$ cat src/rtl/gpio_edge_pkg.sv
package gpio_edge_pkg;

    // Register offsets seen by host software; these values are fixed.
    localparam logic [2:0] OFS_DIR  = 3'd0;
    localparam logic [2:0] OFS_DATA = 3'd1;
    localparam logic [2:0] OFS_CFG  = 3'd3;
    localparam logic [2:0] OFS_STAT = 3'd4;

    // Bit positions inside each per-input edge-select pair.
    localparam int SEL_FALL = 0;
    localparam int SEL_RISE = 1;
    localparam int SEL_W    = 2;

endpackage

$ cat src/rtl/gpio_in_sync.sv
module gpio_in_sync #(
    parameter int N = 4
) (
    input  logic         clk,
    input  logic         rst_n,
    input  logic [N-1:0] pin_i,
    output logic [N-1:0] level_o,
    output logic [N-1:0] rise_o,
    output logic [N-1:0] fall_o
);

    typedef struct packed {
        logic [N-1:0] meta;
        logic [N-1:0] sync;
        logic [N-1:0] prev;
    } sync_t;

    sync_t s_d, s_q;

    always_comb begin
        s_d      = s_q;
        s_d.meta = pin_i;
        s_d.sync = s_q.meta;
        s_d.prev = s_q.sync;
    end

    always_ff @(posedge clk or negedge rst_n) begin
        if (!rst_n) s_q <= '0;
        else        s_q <= s_d;
    end

    assign level_o = s_q.sync;

    for (genvar k = 0; k < N; k++) begin : g_edge
        assign rise_o[k] =  s_q.sync[k] & ~s_q.prev[k];
        assign fall_o[k] = ~s_q.sync[k] &  s_q.prev[k];
    end

endmodule

$ cat src/rtl/gpio_irq_status.sv
module gpio_irq_status
    import gpio_edge_pkg::*;
#(
    parameter int N = 4,
    localparam int CFG_W = SEL_W * N
) (
    input  logic             clk,
    input  logic             rst_n,
    input  logic             cfg_wr,
    input  logic [CFG_W-1:0] cfg_wdata,
    input  logic             stat_wr,
    input  logic [N-1:0]     stat_wdata,
    input  logic [N-1:0]     rise_i,
    input  logic [N-1:0]     fall_i,
    output logic [CFG_W-1:0] cfg_o,
    output logic [N-1:0]     stat_o
);

    typedef struct packed {
        logic [CFG_W-1:0] cfg;
        logic [N-1:0]     stat;
    } irq_t;

    irq_t         r_d, r_q;
    logic [N-1:0] hit;
    logic [N-1:0] clr;

    for (genvar k = 0; k < N; k++) begin : g_hit
        assign hit[k] = (rise_i[k] & r_q.cfg[SEL_W*k + SEL_RISE])
                      | (fall_i[k] & r_q.cfg[SEL_W*k + SEL_FALL]);
    end

    assign clr = stat_wr ? stat_wdata : '0;

    always_comb begin
        r_d = r_q;
        if (cfg_wr) r_d.cfg = cfg_wdata;
        // a fresh event outranks a clear landing in the same cycle
        r_d.stat = (r_q.stat & ~clr) | hit;
    end

    always_ff @(posedge clk or negedge rst_n) begin
        if (!rst_n) r_q <= '0;
        else        r_q <= r_d;
    end

    assign cfg_o  = r_q.cfg;
    assign stat_o = r_q.stat;

endmodule

$ cat src/rtl/gpio_edge_irq.sv
module gpio_edge_irq
    import gpio_edge_pkg::*;
#(
    parameter int N_OUT  = 4,
    parameter int N_IN   = 4,
    parameter int ADDR_W = 3,
    localparam int PIN_W = N_OUT + N_IN,
    localparam int CFG_W = SEL_W * N_IN
) (
    input  logic              clk,
    input  logic              rst_n,
    input  logic [ADDR_W-1:0] bus_addr,
    input  logic              bus_rd,
    input  logic              bus_wr,
    input  logic [PIN_W-1:0]  bus_wdata,
    output logic [PIN_W-1:0]  bus_rdata,
    input  logic [N_IN-1:0]   pin_in,
    output logic [N_OUT-1:0]  pin_out,
    output logic              irq
);

    typedef struct packed {
        logic [PIN_W-1:0] dir;
        logic [N_OUT-1:0] dout;
    } port_t;

    port_t             p_d, p_q;
    logic [N_IN-1:0]   in_lvl, in_rise, in_fall;
    logic [CFG_W-1:0]  cfg_q;
    logic [N_IN-1:0]   stat_q;
    logic              hit_dir, hit_data, hit_cfg, hit_stat;

    assign hit_dir  = (bus_addr == ADDR_W'(OFS_DIR));
    assign hit_data = (bus_addr == ADDR_W'(OFS_DATA));
    assign hit_cfg  = (bus_addr == ADDR_W'(OFS_CFG));
    assign hit_stat = (bus_addr == ADDR_W'(OFS_STAT));

    gpio_in_sync #(.N(N_IN)) sync_i (
        .clk     (clk),
        .rst_n   (rst_n),
        .pin_i   (pin_in),
        .level_o (in_lvl),
        .rise_o  (in_rise),
        .fall_o  (in_fall)
    );

    gpio_irq_status #(.N(N_IN)) stat_i (
        .clk        (clk),
        .rst_n      (rst_n),
        .cfg_wr     (bus_wr & hit_cfg),
        .cfg_wdata  (bus_wdata[CFG_W-1:0]),
        .stat_wr    (bus_wr & hit_stat),
        .stat_wdata (bus_wdata[N_IN-1:0]),
        .rise_i     (in_rise),
        .fall_i     (in_fall),
        .cfg_o      (cfg_q),
        .stat_o     (stat_q)
    );

    always_comb begin
        p_d = p_q;
        if (bus_wr && hit_dir)  p_d.dir  = bus_wdata;
        if (bus_wr && hit_data) p_d.dout = bus_wdata[N_OUT-1:0];
    end

    always_ff @(posedge clk or negedge rst_n) begin
        if (!rst_n) p_q <= '0;
        else        p_q <= p_d;
    end

    always_comb begin
        bus_rdata = '0;
        if (bus_rd) begin
            if (hit_dir)  bus_rdata = p_q.dir;
            if (hit_data) bus_rdata = {in_lvl, p_q.dout};
            if (hit_cfg)  bus_rdata[CFG_W-1:0] = cfg_q;
            if (hit_stat) bus_rdata[N_IN-1:0]  = stat_q;
        end
    end

    assign pin_out = p_q.dout;
    assign irq     = |stat_q;

endmodule

$ cat config.mk
export PLATFORM = sky130hd
export DESIGN_NAME = gpio_edge_irq
export DESIGN_NICKNAME = d
export VERILOG_FILES = /design/src/rtl/gpio_edge_pkg.sv /design/src/rtl/gpio_in_sync.sv /design/src/rtl/gpio_irq_status.sv /design/src/rtl/gpio_edge_irq.sv
export SDC_FILE = /design/constraint.sdc
export NUM_CORES = 1
export LEC_CHECK = 0
export BUFFER_PORTS_ARGS = -buffer_cell sky130_fd_sc_hd__clkbuf_2
export CAP_MARGIN = 20
export CORE_AREA = 2 2 57 59
export DETAILED_ROUTE_END_ITERATION = 7
export DIE_AREA = 0 0 59 61
export GPL_TIMING_DRIVEN = 0
export HOLD_SLACK_MARGIN = 0.1
export PLACE_DENSITY = 0.9
export SYNTH_ARGS = -nofsm -noshare
export SYNTH_HDL_FRONTEND = slang
export SYNTH_HIERARCHICAL = 1
export SYNTH_SLANG_ARGS = --single-unit
$ cat constraint.sdc
create_clock -name clk -period 1.7 [get_ports clk]
set_input_delay 0.085 -clock clk [delete_from_list [all_inputs] [get_ports clk]]
set_output_delay 0.085 -clock clk [all_outputs]
set_load 0.02 [all_outputs]
==> flow_summary.yaml <==
sta:
  timing_hold_violations_final: 0
  final_max_slew_viol_count: 0
  worstMarginPinSlew_ns: 0.849
  final-setup-viol-count: 0
  setup_total_negative_slack_ns: 0
  rsz0062_at_grt: "no"
  skew_ns: 0.00854
  max_clock_freq_mhz: 642
  final.period_utilization_pct: 91.6
  worst_slack_ns: 0.143
  slew_headroom_pct: 43.4
  layout_min_cycle_time_ns: 1.56
synth:
  yosys.cell_types.count: 24
  asyncSetResetFlopFracSynth_pct: 100
  syn-cell-area_mm2: 0.00169
  syn-num-nets: 147
  ys_seq_area_share_pct: 53.4
  synthCells: 128
  synth.most_common_cell: "dfrtp_1"
  synthesis.yosys.warnings: 6
  netlist.top_cell.by_area: "dfrtp_1"
  synth.ff_latch_count: 36
  synth_top_area_share_pct: 53.4
  synth_edf_count: 0
  yosys-top-cells-count: "dfrtp_1 (36), mux2_2 (12), nor2b_1 (9)"
  avgSynthCellArea_um2: 13.2
  post_synth_main_area_contributors: "dfrtp_1 (53%), mux2_2 (8.0%), mux2_4 (7.1%)"
  synth_ff_type: "dfrtp_1"
placed_design:
  routabilityCongestion: 0.945
  port_buffers: 29
  dpl_worst_slack_ns: 0.103
  dpl.hpwl_um: 2280
floorplanning:
  die_h_um: 61
  coreArea_mm2: 0.00295
  die_w_um: 59
  initial_core_util_pct: 57.2
  rows: 20
  die-area_mm2: 0.00360
  top_level_ports: 32
critical_path:
  reg2reg_from: "sync_i/level_o[1]"
  crit_required_ns: 1.62
  cp_max_fo: 4
  nature_of_the_critical_path_endpoint: "output pin"
  startpoint: "sync_i/level_o[1]"
  timing.setup.critical_path_class: "reg -> out"
  setup.worst_path.start_class: "flop"
  arrival_ns: 1.47
clock_network:
  clock_sink_count: 36
  cts.repair_timing.setup_buffer_count: 0
  resized_gates_after_cts: 0
  cts_inserted_buffers: 5
  ctsHtreeMaxLevel: 2
  clkLatencyLatePin_ns: 0.35
  cts_buffer_depth: 2
  cts_tree: "built"
  clk_pin_slew_ns: 0.11
  clk_root_buffer_cell: "clkbuf_4"
route:
  routed_wire_length_per_instance_um: 15.5
  final_antenna_net_count: 0
  topRoutingLayerUsed: "met4"
  wl_met3_um: 211
  drc: 0
  vias: 1179
  drt_first_iter_violations: 50
  post_drt_via_cell_ratio: 5.59
  detail_route.wirelength_um: 3280
  m1WireLength_um: 1450
  met2RoutedLength_um: 1610
  firstDrtPassIters: 4
global_route:
  grt_max_degree: 37
  grt-ovfl-total: 0
  aggregate_global_route_resource_usage_pct: 21.2
  number_of_antenna_violations_at_the_first_check_in_global_routing: 0
  grt_pass1_vias: 1152
  global_route_wire_length_before_repair_um: 5400
final_layout:
  final_nets: 196
  insertedDiodeCount: 0
  area_delta_synth_final_pct: 23.5
  ratio_of_cells_with_drive_above_1_in_the_final_layout_pct: 39.3
power_and_ir_drop:
  pwr-share-clk_pct: 27.8
  switchingPower_mw: 0.569
  p_sw_share_pct: 26.8
  share_seq_of_total_power_pct: 51.3
  cellPowerDensity_mw_per_mm2: 1020
  p_int_mw: 1.55
  p_leak_nw: 0.991
  worst_ir_drop_vdd_uv: 1020
  combPwrFrac_pct: 20.9
run:
  max_cap_viol_count: 0
status:
  outcome: "complete, no violations"
worst_hold_path:
  worstHoldPathType: "in -> reg"
  timing.hold.worst.start: "bus_addr[1]"
## per-layer routing
layer,global-route usage (%),vias to the layer above
met5,0,-
met4,8.77,0
met3,7.25,2
met2,33.7,47
met1,26.7,578
li1,-,552
## layout by cell type (no fill, tap or decap), types with 5 or more instances in the layout
cell type	Yosys	layout
buf_4	8	8
clkbuf_2	0	29
clkbuf_4	0	5
dfrtp_1	36	36
dlygate4sd3_1	0	13
mux2_2	12	12
mux2_4	8	8
mux2i_1	8	8
nor2_1	5	5
nor2b_1	9	9
## flip-flops by register name, indices dropped and copies added (netlist names)
signal and cells:
pin_out 4, sync_i/s_q 4, stat_i/cfg_o 8, sync_i/s_d 4
sync_i/level_o 4, stat_i/stat_o 4, p_q 8
## what timing repair did
action,in CTS,in global routing
endpoints found under the hold margin,60,0
setup endpoints to repair,0,0
hold buffers,13,0
## worst max-delay path: stages (launching register included)
cell and delay [ns]:
dfrtp_1 0.44, buf_4 0.15, mux2i_1 0.11, o21ai_0 0.09, and2_1 0.18, clkbuf_2 0.15
## through the flow
step | instance area, um2 | total power [mW] | instances | util (%) | hold WS [ns]
4_1_cts | 2080 | 2.14 | 211 | 70.6 | 0.156
2_1_floorplan | 1690 | 1.38 | 128 | - | -0.211
5_1_grt | 2080 | 2.24 | 211 | 70.6 | 0.165
3_3_place_gp | 1870 | 1.50 | 190 | 63.5 | 0.193
6_report | 2080 | 2.12 | 211 | 70.6 | 0.173
3_5_place_dp | 1870 | 1.53 | 190 | 63.5 | 0.195
## logic make-up after synthesis
family / count (synthesis) / synth area share [%]
buffers and inverters: 14 / 6.23
DFF: 36 / 53.4
AOI/OAI and AO/OA: 20 / 9.19
and+or+nand+nor: 30 / 11.3
muxes: 28 / 19.9
## path summary, 6_finish.rpt
kind	cells after the start	to	slack, ns
setup / recovery	5	bus_rdata[5]	0.14
hold / removal	3	pin_out[2]	0.17
setup reg to reg	2	stat_i/stat_o[1]	0.66
hold reg to reg	0	sync_i/level_o[0]	0.36
max in group asynchronous	2	pin_out[0]	0.79
min in group asynchronous	2	pin_out[2]	0.37
## final cells by class
type / count / area, um2
timing repair buffer: 42 / 275
clock inverter: 3 / 42.5
tap: 33 / 41.3
fill: 212 / 868
sequential: 36 / 901
clock buffer: 5 / 37.5
buffer: 14 / 105
multi-input combinational: 78 / 682
## power groups by stage
stage               clock network [mW]  logic, mW  registers, mW
finish                           0.590      0.443           1.09
global route                     0.646      0.482           1.11
CTS                              0.609      0.444           1.09
detailed placement                   0      0.419           1.11
global placement                     0      0.406           1.09
floorplan                            0      0.317           1.07
Power figures use the tool's default switching activity.
